<file path="config.mk">
export PLATFORM = sky130hd
export DESIGN_NAME = polyphase_interp
export DESIGN_NICKNAME = d
export VERILOG_FILES = /design/src/rtl/interp_pkg.sv /design/src/rtl/interp_history.sv /design/src/rtl/interp_coef_rom.sv /design/src/rtl/interp_mac.sv /design/src/rtl/polyphase_interp.sv
export SDC_FILE = /design/constraint.sdc
export NUM_CORES = 1
export LEC_CHECK = 0
export BUFFER_PORTS_ARGS = -buffer_cell sky130_fd_sc_hd__buf_2
export CORE_UTILIZATION = 60
export DETAILED_ROUTE_END_ITERATION = 8
export PLACE_DENSITY = 0.83
export SLEW_MARGIN = 20
export SYNTH_ARGS = -nofsm -noshare
export SYNTH_HDL_FRONTEND = slang
export SYNTH_SLANG_ARGS = --single-unit
</file>
<file path="constraint.sdc">
create_clock -name clk -period 17.7 [get_ports clk]
set_clock_uncertainty 0.05 [all_clocks]
set_input_delay 0.885 -clock clk [delete_from_list [all_inputs] [get_ports clk]]
set_output_delay 0.885 -clock clk [all_outputs]
set_load 0.01 [all_outputs]
</file>
<file path="src/rtl/interp_pkg.sv">
package interp_pkg;

    typedef enum logic [1:0] {
        ST_IDLE,
        ST_MAC,
        ST_EMIT
    } interp_state_t;

    // Triangular prototype kernel; zero beyond the last tap.
    function automatic int coef_value(input int idx, input int taps, input int step);
        int w;
        if (idx >= taps) return 0;
        w = (idx + 1 < taps - idx) ? idx + 1 : taps - idx;
        return step * w;
    endfunction

endpackage

</file>
<file path="src/rtl/interp_history.sv">
module interp_history #(
    parameter int IN_W  = 16,
    parameter int DEPTH = 4,
    parameter int IDX_W = 2
) (
    input  logic                    clk,
    input  logic                    rst_n,
    input  logic                    shift_en,
    input  logic signed [IN_W-1:0]  din,
    input  logic [IDX_W-1:0]        rd_idx,
    output logic signed [IN_W-1:0]  rd_data
);

    logic signed [IN_W-1:0] stage [DEPTH];

    for (genvar g = 0; g < DEPTH; g++) begin : g_stage
        always_ff @(posedge clk or negedge rst_n) begin
            if (!rst_n) begin
                stage[g] <= '0;
            end else if (shift_en) begin
                if (g == 0) stage[g] <= din;
                else        stage[g] <= stage[(g > 0) ? g - 1 : 0];
            end
        end
    end

    assign rd_data = stage[rd_idx];

endmodule

</file>
<file path="src/rtl/interp_coef_rom.sv">
module interp_coef_rom
    import interp_pkg::*;
#(
    parameter int PHASES    = 3,
    parameter int TAPS      = 12,
    parameter int COEF_W    = 16,
    parameter int COEF_STEP = 2048,
    parameter int TPP       = 4,
    parameter int PH_W      = 2,
    parameter int TAP_W     = 2
) (
    input  logic [PH_W-1:0]          phase,
    input  logic [TAP_W-1:0]         tap,
    output logic signed [COEF_W-1:0] coef
);

    logic signed [COEF_W-1:0] bank [PHASES][TPP];

    for (genvar p = 0; p < PHASES; p++) begin : g_phase
        for (genvar t = 0; t < TPP; t++) begin : g_tap
            assign bank[p][t] = COEF_W'(coef_value(t * PHASES + p, TAPS, COEF_STEP));
        end
    end

    assign coef = bank[phase][tap];

endmodule

</file>
<file path="src/rtl/interp_mac.sv">
module interp_mac #(
    parameter int IN_W   = 16,
    parameter int COEF_W = 16,
    parameter int OUT_W  = 16,
    parameter int ACC_W  = 35,
    parameter int SHIFT  = 14
) (
    input  logic                     clk,
    input  logic                     rst_n,
    input  logic                     en,
    input  logic                     clr,
    input  logic signed [IN_W-1:0]   sample,
    input  logic signed [COEF_W-1:0] coef,
    output logic signed [OUT_W-1:0]  result
);

    localparam logic signed [ACC_W-1:0] HALF = ACC_W'(64'sd1 <<< (SHIFT - 1));
    localparam logic signed [ACC_W-1:0] MAXV = ACC_W'((64'sd1 <<< (OUT_W - 1)) - 64'sd1);
    localparam logic signed [ACC_W-1:0] MINV = ACC_W'(-(64'sd1 <<< (OUT_W - 1)));

    logic signed [IN_W+COEF_W-1:0] prod;
    logic signed [ACC_W-1:0]       acc_q;
    logic signed [ACC_W-1:0]       base;
    logic signed [ACC_W-1:0]       scaled;

    assign prod = sample * coef;
    assign base = clr ? '0 : acc_q;

    always_ff @(posedge clk or negedge rst_n) begin
        if (!rst_n)  acc_q <= '0;
        else if (en) acc_q <= base + ACC_W'(prod);
    end

    always_comb begin
        scaled = (acc_q + HALF) >>> SHIFT;
        if (scaled > MAXV)      result = OUT_W'(MAXV);
        else if (scaled < MINV) result = OUT_W'(MINV);
        else                    result = OUT_W'(scaled);
    end

endmodule

</file>
<file path="src/rtl/polyphase_interp.sv">
module polyphase_interp
    import interp_pkg::*;
#(
    parameter int PHASES    = 3,
    parameter int TAPS      = 12,
    parameter int IN_W      = 16,
    parameter int COEF_W    = 16,
    parameter int OUT_W     = 16,
    parameter int COEF_STEP = 2048,
    parameter int SHIFT     = 14
) (
    input  logic                    clk,
    input  logic                    rst_n,
    input  logic                    in_valid,
    output logic                    in_ready,
    input  logic signed [IN_W-1:0]  in_data,
    output logic                    out_valid,
    input  logic                    out_ready,
    output logic signed [OUT_W-1:0] out_data
);

    localparam int TPP   = (TAPS + PHASES - 1) / PHASES;
    localparam int TAP_W = (TPP > 1) ? $clog2(TPP) : 1;
    localparam int PH_W  = (PHASES > 1) ? $clog2(PHASES) : 1;
    localparam int ACC_W = IN_W + COEF_W + TAP_W + 1;

    interp_state_t state_q, state_d;
    logic [PH_W-1:0]          phase_q;
    logic [TAP_W-1:0]         tap_q;
    logic                     tap_last, phase_last;
    logic                     shift_en, mac_en, mac_clr;
    logic signed [IN_W-1:0]   hist_data;
    logic signed [COEF_W-1:0] coef;

    assign tap_last   = (tap_q == TAP_W'(TPP - 1));
    assign phase_last = (phase_q == PH_W'(PHASES - 1));

    // State register
    always_ff @(posedge clk or negedge rst_n) begin
        if (!rst_n) state_q <= ST_IDLE;
        else        state_q <= state_d;
    end

    // Next state
    always_comb begin
        state_d = state_q;
        unique case (state_q)
            ST_IDLE: if (in_valid)  state_d = ST_MAC;
            ST_MAC:  if (tap_last)  state_d = ST_EMIT;
            ST_EMIT: if (out_ready) state_d = phase_last ? ST_IDLE : ST_MAC;
            default: state_d = ST_IDLE;
        endcase
    end

    // Outputs and datapath strobes
    always_comb begin
        in_ready  = 1'b0;
        out_valid = 1'b0;
        mac_en    = 1'b0;
        unique case (state_q)
            ST_IDLE: in_ready  = 1'b1;
            ST_MAC:  mac_en    = 1'b1;
            ST_EMIT: out_valid = 1'b1;
            default: ;
        endcase
        shift_en = in_valid && in_ready;
        mac_clr  = (tap_q == '0);
    end

    // Phase and tap counters
    always_ff @(posedge clk or negedge rst_n) begin
        if (!rst_n) begin
            phase_q <= '0;
            tap_q   <= '0;
        end else begin
            unique case (state_q)
                ST_IDLE: begin
                    phase_q <= '0;
                    tap_q   <= '0;
                end
                ST_MAC:  tap_q <= tap_last ? '0 : tap_q + 1'b1;
                ST_EMIT: if (out_ready) phase_q <= phase_last ? '0 : phase_q + 1'b1;
                default: ;
            endcase
        end
    end

    interp_history #(
        .IN_W (IN_W),
        .DEPTH(TPP),
        .IDX_W(TAP_W)
    ) i_hist (
        .clk     (clk),
        .rst_n   (rst_n),
        .shift_en(shift_en),
        .din     (in_data),
        .rd_idx  (tap_q),
        .rd_data (hist_data)
    );

    interp_coef_rom #(
        .PHASES   (PHASES),
        .TAPS     (TAPS),
        .COEF_W   (COEF_W),
        .COEF_STEP(COEF_STEP),
        .TPP      (TPP),
        .PH_W     (PH_W),
        .TAP_W    (TAP_W)
    ) i_rom (
        .phase(phase_q),
        .tap  (tap_q),
        .coef (coef)
    );

    interp_mac #(
        .IN_W  (IN_W),
        .COEF_W(COEF_W),
        .OUT_W (OUT_W),
        .ACC_W (ACC_W),
        .SHIFT (SHIFT)
    ) i_mac (
        .clk   (clk),
        .rst_n (rst_n),
        .en    (mac_en),
        .clr   (mac_clr),
        .sample(hist_data),
        .coef  (coef),
        .result(out_data)
    );

endmodule

</file>
---- Word-level counts from Yosys, hierarchy flattened ----
Index checks and enable logic that the tools add are counted.
word-level totals
  register bits after elaboration ......... 105
  latch bits .............................. 0
  logic and storage cells ................. 58
  output and inout port bits .............. 18
  memories ................................ 0
  RAM bits ................................ 0
  ROM bits ................................ 0
cells by class
  equal/unequal tests ..................... 7
  div/mod/pow operators ................... 0
  multiply operators ...................... 1
  shift-type cells ........................ 0
  bitwise gates (word level) .............. 2
  muxes and demuxes ....................... 25
  order comparisons ....................... 4
  add/sub/neg operators ................... 4
  reductions and logical operators ........ 7
operators by type and width
  cell                                                             number
  binary-select mux 64 bit (select 2 bit)                          1
  two-way mux 64 bit                                               2
  two-way mux 16 bit                                               6
  binary-select mux 16 bit (select 2 bit)                          2
  adder 35 x 15 -> 35 bit, second input constant                   1
  adder 35 x 32 -> 35 bit                                          1
  two-way mux 35 bit                                               1
  multiplier 16 x 16 -> 32 bit                                     1
  greater-than comparator 21 x 16 -> 1 bit, second input constant  1
  < comparator 21 x 16 -> 1 bit, second input constant             1
  two-way mux 2 bit                                                6
  case mux 2 bit (2 select lines)                                  2
  equality test 2 bit, second input constant                       3
  greater-or-equal comparator 3 bit, second input constant         2
  != test 2 bit, second input constant                             3
  inverter 2 -> 3 bit                                              2
  case mux 2 bit (3 select lines)                                  1
  adder 2 x 1 -> 2 bit, second input constant                      2
  zero test 2 bit                                                  2
  two-way mux 1 bit                                                4
  nonzero test 2 bit                                               2
  AND reduction 3 bit                                              1
  equality test 2 x 1 -> 1 bit, second input constant              1
  AND reduction 2 bit                                              1
  logical AND 1 bit                                                1

---- Logic depth before layout (Yosys ltp) ----
Gate-level depths: netlist of the first run.
  depth after elaboration ................. 9
  mapped depth ............................ 26
  gate-level depth less buffers ........... 25

---- By module ----
A second synthesis of the first run with hierarchy kept.
unflattened totals
  cell total of the unflattened synthesis .. 1,721
  area, all modules ....................... 16,941.2 sq um
by module, submodules not included
  module            area an instance (sq um)  cells each  instances
  interp_mac        13,639.3                  1,509       1
  interp_history    2,781.4                   155         1
  polyphase_interp  309.0                     31          1
  interp_coef_rom   211.5                     26          1

---- Worst setup path before layout of the first run ----
OpenSTA, ideal clock, no wires.
  kind .................................... register -> register
  from .................................... register tap_q[0]
  to ...................................... register i_mac.acc_q[30]
  cell stages (with the launch flop) ...... 23
  period minus slack after synthesis ...... 5,896 ps
  path slack .............................. 11,804 ps
  data arrival time ....................... 5,720 ps
  setup time .............................. 126 ps
  cells stage by stage .................... dfrtp_1 > buf_2 > buf_2 > mux4_2 > and2_1 > ha_1 > ha_1 > inv_1 > fa_1 > inv_1 > ha_1 > inv_1 > fa_1 > inv_1 > ha_1 > ha_1 > clkbuf_1 > nand4_1 > o211a_1 > o21ba_2 > a21oi_1 > mux2_2 > a221o_1
on the way
  cells in the longest elaborated chain, start to end .. 6
  elaborated cells between the ends (all ways) .. 11
  classes of those cells .................. add/sub: 1; mul: 1; mux: 7; bitwise: 1; reduce/logical: 1
ends and longest elaborated chain
  item                                                        line                                         RTL
  start: declaration                                          polyphase_interp.sv:29                       logic [TAP_W-1:0] tap_q;
  start signal: assignment                                    polyphase_interp.sv:81                       ST_MAC: tap_q <= tap_last ? '0 : tap_q + 1'b1;
  inverter 2 -> 3 bit (implied by the code)                   interp_history.sv:27, interp_coef_rom.sv:25
  binary-select mux 16 bit (select 2 bit) (on tied branches)  interp_history.sv:27, interp_coef_rom.sv:25
  two-way mux 16 bit (on tied branches) (2 in a row)          interp_history.sv:27, interp_coef_rom.sv:25
  multiplier 16 x 16 -> 32 bit                                interp_mac.sv:26                             assign prod = sample * coef;
  adder 35 x 32 -> 35 bit *                                   interp_mac.sv:31                             else if (en) acc_q <= base + ACC_W'(prod);
  end signal: assignment                                      interp_mac.sv:31
  end: declaration                                            interp_mac.sv:22                             logic signed [ACC_W-1:0] acc_q;
Every way passes the cells marked *; elsewhere a longest branch is shown, timed or not. The select of a mux whose other input is x is not followed.
A chain may end at the register's enable or synchronous reset.

---- Worst setup path in the final report of the first run ----
  from .................................... register tap_q[1]
  to ...................................... register i_mac.acc_q[30]
Same word-level chain as after synthesis.

==> results of run 1 <==
## cell families after synthesis
| family | after synthesis | share of synthesized area |
|---|---|---|
| simple gates | 225 | 0.148 |
| fa+ha+maj | 142 | 0.248 |
| compound gates | 118 | 0.0996 |
| buf+inv | 100 | 0.0482 |
| flops | 94 | 0.289 |
| mux | 85 | 0.141 |
| xor+xnor | 25 | 0.0269 |
## cells in the mapped netlist, types with 2 or more instances
master,instances
sky130_fd_sc_hd__a31o_2,2
sky130_fd_sc_hd__nor2_1,22
sky130_fd_sc_hd__nand3b_1,2
sky130_fd_sc_hd__nand4_1,13
sky130_fd_sc_hd__o211ai_1,2
sky130_fd_sc_hd__and3_1,5
sky130_fd_sc_hd__a21o_1,9
sky130_fd_sc_hd__nor3b_1,2
sky130_fd_sc_hd__o21ba_2,2
sky130_fd_sc_hd__and2_1,33
sky130_fd_sc_hd__nor3_1,12
sky130_fd_sc_hd__clkbuf_1,23
sky130_fd_sc_hd__o311a_1,3
sky130_fd_sc_hd__nand2_1,56
sky130_fd_sc_hd__o21a_1,7
sky130_fd_sc_hd__buf_2,5
sky130_fd_sc_hd__xor2_1,14
sky130_fd_sc_hd__buf_1,3
sky130_fd_sc_hd__dfrtp_1,94
sky130_fd_sc_hd__mux2i_1,3
sky130_fd_sc_hd__mux2_2,65
sky130_fd_sc_hd__or2b_1,2
sky130_fd_sc_hd__mux4_2,17
sky130_fd_sc_hd__xnor2_1,11
sky130_fd_sc_hd__o21ai_0,25
sky130_fd_sc_hd__inv_1,67
sky130_fd_sc_hd__a21oi_1,29
sky130_fd_sc_hd__o31ai_1,11
sky130_fd_sc_hd__nand2b_1,10
sky130_fd_sc_hd__a311oi_1,2
sky130_fd_sc_hd__ha_1,110
sky130_fd_sc_hd__nor4_1,4
sky130_fd_sc_hd__o21bai_1,3
sky130_fd_sc_hd__nand3_1,17
sky130_fd_sc_hd__or4_1,2
sky130_fd_sc_hd__nor2b_1,38
sky130_fd_sc_hd__a211oi_1,4
sky130_fd_sc_hd__a32o_1,2
sky130_fd_sc_hd__o211a_1,3
sky130_fd_sc_hd__fa_1,32
## path summary, 6_finish.rpt
path	slack, ns	end	cells after the start	startpoint
worst min-delay path	0.37	i_mac.acc_q[14]	1	rst_n
worst max-delay path	11.42	i_mac.acc_q[30]	19	tap_q[1]
worst max register to register	11.42	i_mac.acc_q[30]	19	tap_q[1]
max in group asynchronous	16.06	i_hist.stage[47]	2	rst_n
worst min register to register	0.42	i_mac.acc_q[11]	2	i_mac.acc_q[11]
min in group clk	0.42	i_mac.acc_q[11]	2	i_mac.acc_q[11]
## flip-flops by register name, indices dropped and copies added, names as in the netlist
name          count
i_hist.stage     64
i_mac.acc_q      24
phase_q           2
state_q           2
tap_q             2
## cells in the final DEF (no fill, tap or decap), drive strengths merged, types with 12 or more instances in the layout
master	count
nand3	18
o21ai	25
buf	43
mux2	65
nor2	22
nor2b	38
mux4	17
nand2	56
and2	33
a21oi	31
xor2	14
inv	69
ha	110
fa	32
nor3	12
dfrtp	94
nand4	14
## routing by layer
metal  vias up  GRT usage
li1       2824          -
met1      2802      0.310
met2       135      0.399
met3        16     0.0304
met4         0     0.0680
met5         -          0
## through the flow
step | area (um^2) | cells | utilization | hold slack [ns] | setup slack (ns)
after floorplan | 8140 | 789 | - | 0.388 | 11.80
after detailed placement | 8460 | 975 | 0.639 | 0.405 | 11.48
after global placement | 8460 | 975 | 0.639 | 0.402 | 11.58
after CTS | 8750 | 989 | 0.661 | 0.368 | 11.42
final | 8750 | 989 | 0.661 | 0.370 | 11.42
after global routing | 8750 | 989 | 0.661 | 0.391 | 11.05
## final cells by class
class                   instances  area share
flip-flops and latches         94       0.269
clock inverters                 4     0.00643
multi-input cells             595       0.617
clock buffers                  10      0.0273
well taps                     176      0.0252
repair buffers                 43      0.0266
inverters                      67      0.0287
## critical path, stage by stage, from the launching register on
cell,delay [ns]
sky130_fd_sc_hd__dfrtp_1,0.92
sky130_fd_sc_hd__mux4_2,0.75
sky130_fd_sc_hd__and2_1,0.20
sky130_fd_sc_hd__ha_1,0.29
sky130_fd_sc_hd__ha_1,0.27
sky130_fd_sc_hd__inv_1,0.05
sky130_fd_sc_hd__fa_1,0.53
sky130_fd_sc_hd__inv_1,0.04
sky130_fd_sc_hd__ha_1,0.28
sky130_fd_sc_hd__inv_1,0.06
sky130_fd_sc_hd__fa_1,0.53
sky130_fd_sc_hd__inv_1,0.04
sky130_fd_sc_hd__ha_1,0.29
sky130_fd_sc_hd__ha_1,0.44
sky130_fd_sc_hd__nand4_1,0.15
sky130_fd_sc_hd__o211a_1,0.25
sky130_fd_sc_hd__o21ba_2,0.22
sky130_fd_sc_hd__a21oi_1,0.17
sky130_fd_sc_hd__mux2_2,0.35
sky130_fd_sc_hd__a221o_1,0.27
==> impl_summary.log, run 1 <==
[metrics] status: finished, final reports clean
[metrics] number of diodes added for antenna fixing: 0
[metrics] post-synthesis async set-or-reset flop share: 1.00
[metrics] multi-input logic area: 5400 um^2
[metrics] number of flops mapped to enable cells by yosys: 0
[metrics] clock tree from TritonCTS: done
[metrics] total iterations of the first detailed-routing run: 4
[metrics] number of fill cells: 1087
[metrics] Main synth FF type: sky130_fd_sc_hd__dfrtp_1
[metrics] Area growth syn-to-layout: 7.47%
[metrics] aggregate global routing overflow: 0
[metrics] highest metal used: met4
[metrics] number of design-rule violations left by the first detailed-router iteration: 302
[metrics] routed via count divided by cell count: 5.84
[metrics] Fin. Hold Viols: 0
[metrics] arrival time of the worst setup path: 6.46 ns
[metrics] crit share post-route: 0.355
[metrics] HP Class: input pin to async pin
[metrics] CTS Hold Bufs: 0
[metrics] total vias in the final route: 5777
[metrics] element type at the critical path end: register
[metrics] area occupied by registers: 2350 um^2
[metrics] distinct cell type count after synthesis: 63
[metrics] NumNets Final: 972
[metrics] starting density of the core: 0.615
[metrics] maximum fanout along the worst path: 21
[metrics] share of post-route cells with drive strength above 1: 0.188
[metrics] library cell occupying the most area in the post-synthesis netlist: sky130_fd_sc_hd__dfrtp_1
[metrics] TritonCTS Sinks: 94
[metrics] synthesized instance count: 789
[metrics] Max Transition Viols Final: 0
[metrics] highest clock rate: 159 MHz
[metrics] RSZ-0062 raised after global routing: false
[metrics] number of maximum-capacitance violations: 0
[metrics] die area: 14000 um^2
[metrics] Worst-path clk slew: 0.07 ns
[metrics] total met2 wirelength after detailed routing: 7390 um
[metrics] Post-CTS Resized: 0
[metrics] ANT nets after route: 0
[metrics] maximum number of pins on one net before global-route repair: 74
[metrics] area inside the core boundary: 13200 um^2
[metrics] placement row count: 42
[metrics] count of buffers from port buffering: 37
[metrics] cell area after synthesis: 8140 um^2
[metrics] WP data required: 17.88 ns
[metrics] final setup TNS: 0 ns
[metrics] worst skew pair latency: 0.35 ns
[metrics] clock tree root buffer cell: sky130_fd_sc_hd__clkbuf_16
[metrics] final weighted congestion in routability-driven placement: 0.910
[metrics] combined global-route utilization of all metal layers: 0.233
[metrics] synthesis-stage register bit count: 94
[metrics] Critical Path Start Type: register
[metrics] number of levels in the clock H-tree: 3
[metrics] transition time at the pin with the least slew margin: 0.926 ns
[metrics] CTS buffer count: 9
[metrics] net count after synthesis: 951
[metrics] number of global-route vias before repair: 5689
[metrics] half-perimeter wire length of the detailed placement result: 11800 um
[metrics] wire length of the first global-routing pass: 26400 um
[metrics] final routed DRC violation total: 0
[metrics] mean instance size in the synthesized netlist: 10.3 um^2
[metrics] wl on met1: 7030 um
[metrics] Yosys top cell area share: 0.289
[metrics] top cells by area, synth: sky130_fd_sc_hd__dfrtp_1 29%, sky130_fd_sc_hd__ha_1 17%, sky130_fd_sc_hd__mux2_2 9.0%, sky130_fd_sc_hd__fa_1 7.9%, sky130_fd_sc_hd__mux4_2 4.7%
[metrics] routed wire length per instance: 15.6 um
[metrics] Die Y-Extent: 118 um
[metrics] critical path class: register to register
[metrics] maximum root-to-sink buffer count: 2
[metrics] sequential-to-total area share from yosys stat: 0.289
[metrics] # IOs: 38
[metrics] endpoints failing setup: 0
[metrics] detailed-route wire length: 15400 um
[metrics] chip width: 118 um
[metrics] Synthesis Warnings: 0
[metrics] count of buffers added by post-CTS timing repair for setup: 0
[metrics] remaining max-slew budget at the tightest pin: 0.383
[metrics] antenna violations before repair: 0
[metrics] DR WL met3: 777 um
[metrics] min cycle time layout: 6.28 ns
Power of run 1 is left out: the tool's default activity adds up to more than one toggle a clock period on the data nets, which glitch-free logic cannot reach.
==> run 2, diff against run 1 <==
Clock period 17.7 ns to 5.85 ns, I/O delays scaled along.
==> impl_summary.log, run 2 (synthesis results as in run 1) <==
[metrics] total iterations of the first detailed-routing run: 5
[metrics] status: finished, final reports clean
[metrics] half-perimeter wire length of the detailed placement result: 11600 um
[metrics] M1 GR Usage: 0.320
[metrics] final weighted congestion in routability-driven placement: 0.912
[metrics] most frequent cell on the critical path: sky130_fd_sc_hd__ha_1
[metrics] routed wire length per instance: 15.8 um
[metrics] detailed-route wire length: 15900 um
[metrics] HP Class: input pin to register
[metrics] register with the highest flop count: i_hist.stage
[metrics] met2 track utilization from global routing: 0.392
[metrics] total vias in the final route: 5875
[metrics] TritonCTS Sinks: 94
[metrics] CTS buffer count: 9
[metrics] commonest non-fill, non-tap cells in the layout: 102 x sky130_fd_sc_hd__ha_1, 94 x sky130_fd_sc_hd__dfrtp_1, 65 x sky130_fd_sc_hd__inv_1, 65 x sky130_fd_sc_hd__mux2_2, 56 x sky130_fd_sc_hd__nand2_1
[metrics] cell family contributing the most delay on the critical path: adder cells
[metrics] Worst-path clk slew: 0.06 ns
[metrics] Critical Path Start Type: register
[metrics] min cycle time layout: 5.78 ns
[metrics] share of post-route cells with drive strength above 1: 0.225
[metrics] Area growth syn-to-layout: 10.4%
[metrics] chip width: 118 um
[metrics] maximum single-stage delay on the critical path: 0.59 ns
[metrics] most utilized layer in the global route result: met2
[metrics] count of buffers from port buffering: 37
[metrics] number of global-route vias before repair: 5790
[metrics] final routed DRC violation total: 0
[metrics] list of cells traversed by the critical path: buf_4 -> ha_2 -> mux4_2 -> and2_1 -> ha_1 -> ha_1 -> fa_1 -> ha_1 -> fa_1 -> ha_1 -> ha_1 -> nand2_1 -> o21ai_0 -> o21ba_2 -> a21oi_2 -> mux2_2 -> a221o_1
[metrics] endpoints failing setup: 0
[metrics] die area: 14000 um^2
[metrics] WP buf/inv: 1
[metrics] critical path depth: 17
[metrics] met3 layer usage reported by global route: 0.0396
[metrics] critical path class: register to register
[metrics] # IOs: 38
[metrics] antenna violations before repair: 0
[metrics] area inside the core boundary: 13200 um^2
[metrics] transition time at the pin with the least slew margin: 0.880 ns
[metrics] worst setup path endpoint: i_mac.acc_q[30]
[metrics] final design area excluding fillers: 8990 um^2
[metrics] aggregate global routing overflow: 0
[metrics] flip-flop count of the largest register, all copies and words added: 64
[metrics] worst-case reg-to-reg path depth: 17
[metrics] worst min-delay path startpoint: in_data[10]
[metrics] clock tree from TritonCTS: done
[metrics] maximum number of pins on one net before global-route repair: 74
[metrics] ANT nets after route: 0
[metrics] number of levels in the clock H-tree: 3
[metrics] NumNets Final: 988
[metrics] setup slack of the worst register-to-register path: 0.07 ns
[metrics] worst skew pair latency: 0.35 ns
[metrics] remaining max-slew budget at the tightest pin: 0.413
[metrics] launch point of the worst reg-to-reg path: phase_q[1]
[metrics] highest clock rate: 173 MHz
[metrics] Die Y-Extent: 118 um
[metrics] routed via count divided by cell count: 5.84
[metrics] number of maximum-capacitance violations: 0
[metrics] combined global-route utilization of all metal layers: 0.238
[metrics] Fin. Hold Viols: 0
[metrics] number of diodes added for antenna fixing: 0
[metrics] maximum root-to-sink buffer count: 2
[metrics] arrival time of the worst setup path: 5.96 ns
[metrics] biggest regs: i_hist.stage: 64 flops, i_mac.acc_q: 24 flops
[metrics] area after detailed placement: 8540 um^2
[metrics] element type at the critical path end: register
[metrics] worst setup path startpoint: phase_q[1]
[metrics] wire length of the first global-routing pass: 26900 um
[metrics] Max Transition Viols Final: 0
[metrics] number of fill cells: 996
[metrics] number of design-rule violations left by the first detailed-router iteration: 339
[metrics] starting density of the core: 0.615
[metrics] WP data required: 6.03 ns
[metrics] most frequent standard cell in the layout excluding fill and tap cells: sky130_fd_sc_hd__ha_1
[metrics] maximum fanout along the worst path: 8
[metrics] crit share post-route: 0.988
[metrics] destination of the worst register-to-register timing path: i_mac.acc_q[30]
[metrics] placement row count: 42
[metrics] clock tree root buffer cell: sky130_fd_sc_hd__clkbuf_16
[metrics] cell with the largest stage delay on the worst path: sky130_fd_sc_hd__mux4_2
[run 2: cell types whose count changed in the layout (fill, tap and decap cells not counted), moves of 2 or more]
cell	change
sky130_fd_sc_hd__a21oi_2	+4
sky130_fd_sc_hd__inv_1	-2
sky130_fd_sc_hd__clkinvlp_4	+2
sky130_fd_sc_hd__inv_2	+2
sky130_fd_sc_hd__ha_2	+2
sky130_fd_sc_hd__a21oi_1	-4
sky130_fd_sc_hd__ha_4	+6
sky130_fd_sc_hd__ha_1	-8
sky130_fd_sc_hd__clkbuf_1	+2
sky130_fd_sc_hd__buf_4	+13
[run 2: what timing repair did]
item                                    4_1_cts  5_1_grt
hold buffers                                  1        0
endpoints found under the setup margin        0       14
resized for setup                             0       23
hold endpoints to repair                     21        0
setup buffers                                 0        4
[run 2: final cells by class]
type	instances	area [um^2]	area share
multi-input combinational	596	5540	0.616
clock inverter	4	32.5	0.00362
inverter	67	251	0.0280
sequential	94	2350	0.262
timing repair buffer	58	360	0.0401
tap	176	220	0.0245
clock buffer	11	233	0.0259
[run 2: worst min-delay path by stage]
| stage | endpoint | depth (start not counted) | slack [ns] |
|---|---|---|---|
| after floorplan | i_hist.stage[0] | 0 | -0.05 |
| after global placement | i_mac.acc_q[14] | 1 | 0.15 |
| after detailed placement | i_mac.acc_q[14] | 1 | 0.15 |
| after CTS | i_hist.stage[58] | 2 | 0.11 |
| after global routing | i_hist.stage[51] | 2 | 0.11 |
| final | i_hist.stage[58] | 2 | 0.12 |
[run 2: routing by layer]
layer | up-vias | routed length [um]
li1 | 2869 | -
met1 | 2840 | 7110
met2 | 140 | 7670
met3 | 26 | 794
met4 | 0 | 352
met5 | - | 0
[run 2: worst register-to-register path, stage by stage (launching register included)]
cell and delay, ns:
sky130_fd_sc_hd__dfrtp_1 0.39, sky130_fd_sc_hd__buf_4 0.15, sky130_fd_sc_hd__ha_2 0.20, sky130_fd_sc_hd__mux4_2 0.59
sky130_fd_sc_hd__and2_1 0.23, sky130_fd_sc_hd__ha_1 0.29, sky130_fd_sc_hd__ha_1 0.31, sky130_fd_sc_hd__fa_1 0.50
sky130_fd_sc_hd__ha_1 0.34, sky130_fd_sc_hd__fa_1 0.48, sky130_fd_sc_hd__ha_1 0.31, sky130_fd_sc_hd__ha_1 0.40
sky130_fd_sc_hd__nand2_1 0.22, sky130_fd_sc_hd__o21ai_0 0.26, sky130_fd_sc_hd__o21ba_2 0.21, sky130_fd_sc_hd__a21oi_2 0.13
sky130_fd_sc_hd__mux2_2 0.33, sky130_fd_sc_hd__a221o_1 0.25
[run 2: stage by stage]
stage	util	TNS [ns]	cells	hold slack [ns]	worst slack, ns
after floorplan	-	0	789	-0.0531	0.0379
after global placement	0.645	0	985	0.149	0.161
after detailed placement	0.645	0	985	0.151	0.0563
after CTS	0.666	0	1001	0.114	0.0126
after global routing	0.679	-0.0960	1006	0.113	-0.0492
final	0.679	0	1006	0.122	0.0730
Power of run 2 is left out for the same reason.
==> run 3, diff against run 2 <==
Settings changed: PLACE_DENSITY 0.83 to 0.82, SYNTH_HIERARCHICAL from default to 1.
==> impl_summary.log, run 3 <==
[metrics] commonest non-fill, non-tap cells in the layout: 380 x sky130_fd_sc_hd__inv_1, 302 x sky130_fd_sc_hd__fa_1, 155 x sky130_fd_sc_hd__buf_4, 151 x sky130_fd_sc_hd__nand2_1, 114 x sky130_fd_sc_hd__and2_1
[metrics] Yosys top cell area share: 0.366
[metrics] count of buffers from port buffering: 37
[metrics] Fin. Hold Viols: 0
[metrics] chip width: 170 um
[metrics] detailed-route wire length: 44800 um
[metrics] failing checks: negative setup slack
[metrics] half-perimeter wire length of the detailed placement result: 32500 um
[metrics] endpoints failing setup: 20
[metrics] # IOs: 38
[metrics] number of global-route vias before repair: 13600
[metrics] CTS buffer count: 9
[metrics] arrival time of the worst setup path: 7.16 ns
[metrics] WP data required: 6.05 ns
[metrics] total iterations of the first detailed-routing run: 6
[metrics] number of fill cells: 1813
[metrics] number of diodes added for antenna fixing: 0
[metrics] aggregate global routing overflow: 0
[metrics] placement row count: 61
[metrics] clock tree root buffer cell: sky130_fd_sc_hd__clkbuf_16
[metrics] worst skew pair latency: 0.37 ns
[metrics] element type at the critical path end: register
[metrics] ANT nets after route: 0
[metrics] biggest regs: i_hist/stage: 64 flops, i_mac/acc_q: 35 flops
[metrics] maximum fanout along the worst path: 3
[metrics] total vias in the final route: 13000
[metrics] area inside the core boundary: 27800 um^2
[metrics] maximum root-to-sink buffer count: 2
[metrics] top cells by area, synth: sky130_fd_sc_hd__fa_1 37%, sky130_fd_sc_hd__dfrtp_1 16%, sky130_fd_sc_hd__inv_1 8.8%, sky130_fd_sc_hd__ha_1 8.2%, sky130_fd_sc_hd__mux2_2 5.0%
[metrics] register with the highest flop count: i_hist/stage
[metrics] sequential-to-total area share from yosys stat: 0.155
[metrics] cell with the largest stage delay on the worst path: sky130_fd_sc_hd__fa_1
[metrics] synthesis-stage register bit count: 105
[metrics] number of design-rule violations left by the first detailed-router iteration: 1227
[metrics] cell area after synthesis: 16900 um^2
[metrics] wire length of the first global-routing pass: 69500 um
[metrics] worst setup path startpoint: phase_q[1]
[metrics] NumNets Final: 2319
[metrics] library cell occupying the most area in the post-synthesis netlist: sky130_fd_sc_hd__fa_1
[metrics] worst min-delay path startpoint: in_data[14]
[metrics] launch point of the worst reg-to-reg path: phase_q[1]
[metrics] WP buf/inv: 6
[metrics] status: finished with violations
[metrics] cell family contributing the most delay on the critical path: adder cells
[metrics] final setup TNS: -14.69 ns
[metrics] Main synth FF type: sky130_fd_sc_hd__dfrtp_1
[metrics] number of maximum-capacitance violations: 0
[metrics] transition time at the pin with the least slew margin: 1.00 ns
[metrics] remaining max-slew budget at the tightest pin: 0.327
[metrics] HP Class: input pin to register
[metrics] TritonCTS Sinks: 105
[metrics] routed via count divided by cell count: 5.73
[metrics] Max Transition Viols Final: 0
[metrics] list of cells traversed by the critical path: inv_2 -> ha_4 -> mux4_2 -> buf_6 -> and2_4 -> fa_1 -> inv_2 -> fa_1 -> inv_2 -> fa_1 -> fa_2 -> fa_1 -> inv_1 -> fa_1 -> inv_2 -> ha_4 -> nand3_2 -> nor2_1 -> o21ai_1 -> a21oi_2 -> o2111ai_4 -> a21oi_2 -> nor3_1 -> or3b_2
[metrics] critical path class: register to register
[metrics] distinct cell type count after synthesis: 67
[metrics] maximum single-stage delay on the critical path: 0.55 ns
[metrics] final routed DRC violation total: 0
[metrics] min cycle time layout: 6.96 ns
[metrics] routed wire length per instance: 19.8 um
[metrics] number of flops mapped to enable cells by yosys: 0
[metrics] post-synthesis async set-or-reset flop share: 1.00
[metrics] most frequent standard cell in the layout excluding fill and tap cells: sky130_fd_sc_hd__inv_1
[metrics] Worst-path clk slew: 0.09 ns
[metrics] number of levels in the clock H-tree: 3
[metrics] clock tree from TritonCTS: done
[metrics] Synthesis Warnings: 6
[metrics] starting density of the core: 0.610
[metrics] Worst Setup Slack, final: -1.11 ns
[metrics] flip-flop count of the largest register, all copies and words added: 64
[metrics] mean instance size in the synthesized netlist: 9.84 um^2
[metrics] die area: 28900 um^2
[metrics] synthesized instance count: 1721
[metrics] most numerous cell types in the synthesized netlist: 399 x sky130_fd_sc_hd__inv_1, 310 x sky130_fd_sc_hd__fa_1, 159 x sky130_fd_sc_hd__nand2_1
[metrics] Area growth syn-to-layout: 15.3%
[metrics] RSZ-0062 raised after global routing: true
[metrics] most frequent cell on the critical path: sky130_fd_sc_hd__fa_1
[metrics] share of post-route cells with drive strength above 1: 0.230
[metrics] crit share post-route: 1.19
[metrics] final core utilization: 0.703
[metrics] highest clock rate: 144 MHz
[metrics] count leader, synth: sky130_fd_sc_hd__inv_1
[metrics] antenna violations before repair: 1
[metrics] Critical Path Start Type: register
[metrics] combined global-route utilization of all metal layers: 0.310
[metrics] Die Y-Extent: 170 um
[metrics] worst hold slack across all endpoints: 0.0972 ns
[metrics] maximum number of pins on one net before global-route repair: 68
[metrics] final weighted congestion in routability-driven placement: 0.880
-- run 3: changes by cell type after synthesis, sizes merged, moves of 18 or more --
cell	previous run	this run
clkbuf	23	47
nor2	22	48
inv	67	399
fa	32	310
and2	33	120
nand2	56	160
buf	10	28
-- run 3: layer usage --
metal | track usage | share of wire
met5 | 0 | 0
met4 | 0.0893 | 0.036
met3 | 0.0602 | 0.086
met2 | 0.505 | 0.49
met1 | 0.425 | 0.39
-- run 3: kinds of logic after synthesis --
logic type      after synthesis  share of synthesized area
compound gates              139                     0.0558
fa+ha+maj                   421                      0.448
flops                       105                      0.155
xor+xnor                     37                     0.0191
other cells                   1                   0.000221
simple gates                447                      0.133
mux                          97                     0.0770
buf+inv                     474                      0.111
-- run 3: what timing repair did --
| action | 4_1_cts | 5_1_grt |
|---|---|---|
| buffers inserted | 19 | 9 |
| hold buffers | 1 | 0 |
| endpoints found under the hold margin | 38 | 0 |
| pin swaps | 46 | 33 |
| endpoints found under the setup margin | 21 | 22 |
| resized for setup | 59 | 51 |
| gates cloned | 0 | 0 |
-- run 3: area by class of cell --
cell class | instances | area, um^2 | share of cell area
tap | 378 | 473 | 0.0242
timing repair buffer | 209 | 1590 | 0.0813
clock inverter | 7 | 80.1 | 0.00410
sequential | 105 | 2630 | 0.135
clock buffer | 9 | 225 | 0.0115
inverter | 399 | 1500 | 0.0766
multi-input combinational | 1154 | 13000 | 0.668
-- run 3: final timing paths --
| kind | endpoint | slack, ns | cells past startpoint |
|---|---|---|---|
| setup / recovery | i_mac/acc_q[33] | -1.11 | 24 |
| hold / removal | i_hist/stage[62] | 0.1 | 2 |
| setup reg to reg | i_mac/acc_q[33] | -1.11 | 24 |
| hold reg to reg | i_mac/acc_q[7] | 0.44 | 1 |
| max in group asynchronous | i_hist/stage[23] | 4.08 | 3 |
| min in group asynchronous | i_mac/acc_q[1] | 0.41 | 2 |
-- run 3: per-stage QoR --
| step | cell area (um^2) | instances | worst slack, ns |
|---|---|---|---|
| finish | 19500 | 2261 | -1.11 |
| global route | 19500 | 2261 | -1.29 |
| CTS | 19300 | 2253 | -0.806 |
| detailed placement | 18600 | 2217 | -0.857 |
| global placement | 18600 | 2217 | -0.796 |
| floorplan | 17200 | 1733 | -0.517 |
-- run 3: worst register-to-register path: stages, from the launching register on --
cell and delay [ns]:
sky130_fd_sc_hd__dfrtp_1 0.43, sky130_fd_sc_hd__inv_2 0.09, sky130_fd_sc_hd__ha_4 0.19, sky130_fd_sc_hd__mux4_2 0.53, sky130_fd_sc_hd__buf_6 0.16, sky130_fd_sc_hd__and2_4 0.15, sky130_fd_sc_hd__fa_1 0.50, sky130_fd_sc_hd__inv_2 0.05
sky130_fd_sc_hd__fa_1 0.55, sky130_fd_sc_hd__inv_2 0.04, sky130_fd_sc_hd__fa_1 0.53, sky130_fd_sc_hd__fa_2 0.49, sky130_fd_sc_hd__fa_1 0.51, sky130_fd_sc_hd__inv_1 0.05, sky130_fd_sc_hd__fa_1 0.51, sky130_fd_sc_hd__inv_2 0.05
sky130_fd_sc_hd__ha_4 0.28, sky130_fd_sc_hd__nand3_2 0.08, sky130_fd_sc_hd__nor2_1 0.14, sky130_fd_sc_hd__o21ai_1 0.11, sky130_fd_sc_hd__a21oi_2 0.34, sky130_fd_sc_hd__o2111ai_4 0.20, sky130_fd_sc_hd__a21oi_2 0.23, sky130_fd_sc_hd__nor3_1 0.11
sky130_fd_sc_hd__or3b_2 0.47
Power of run 3 is left out for the same reason.
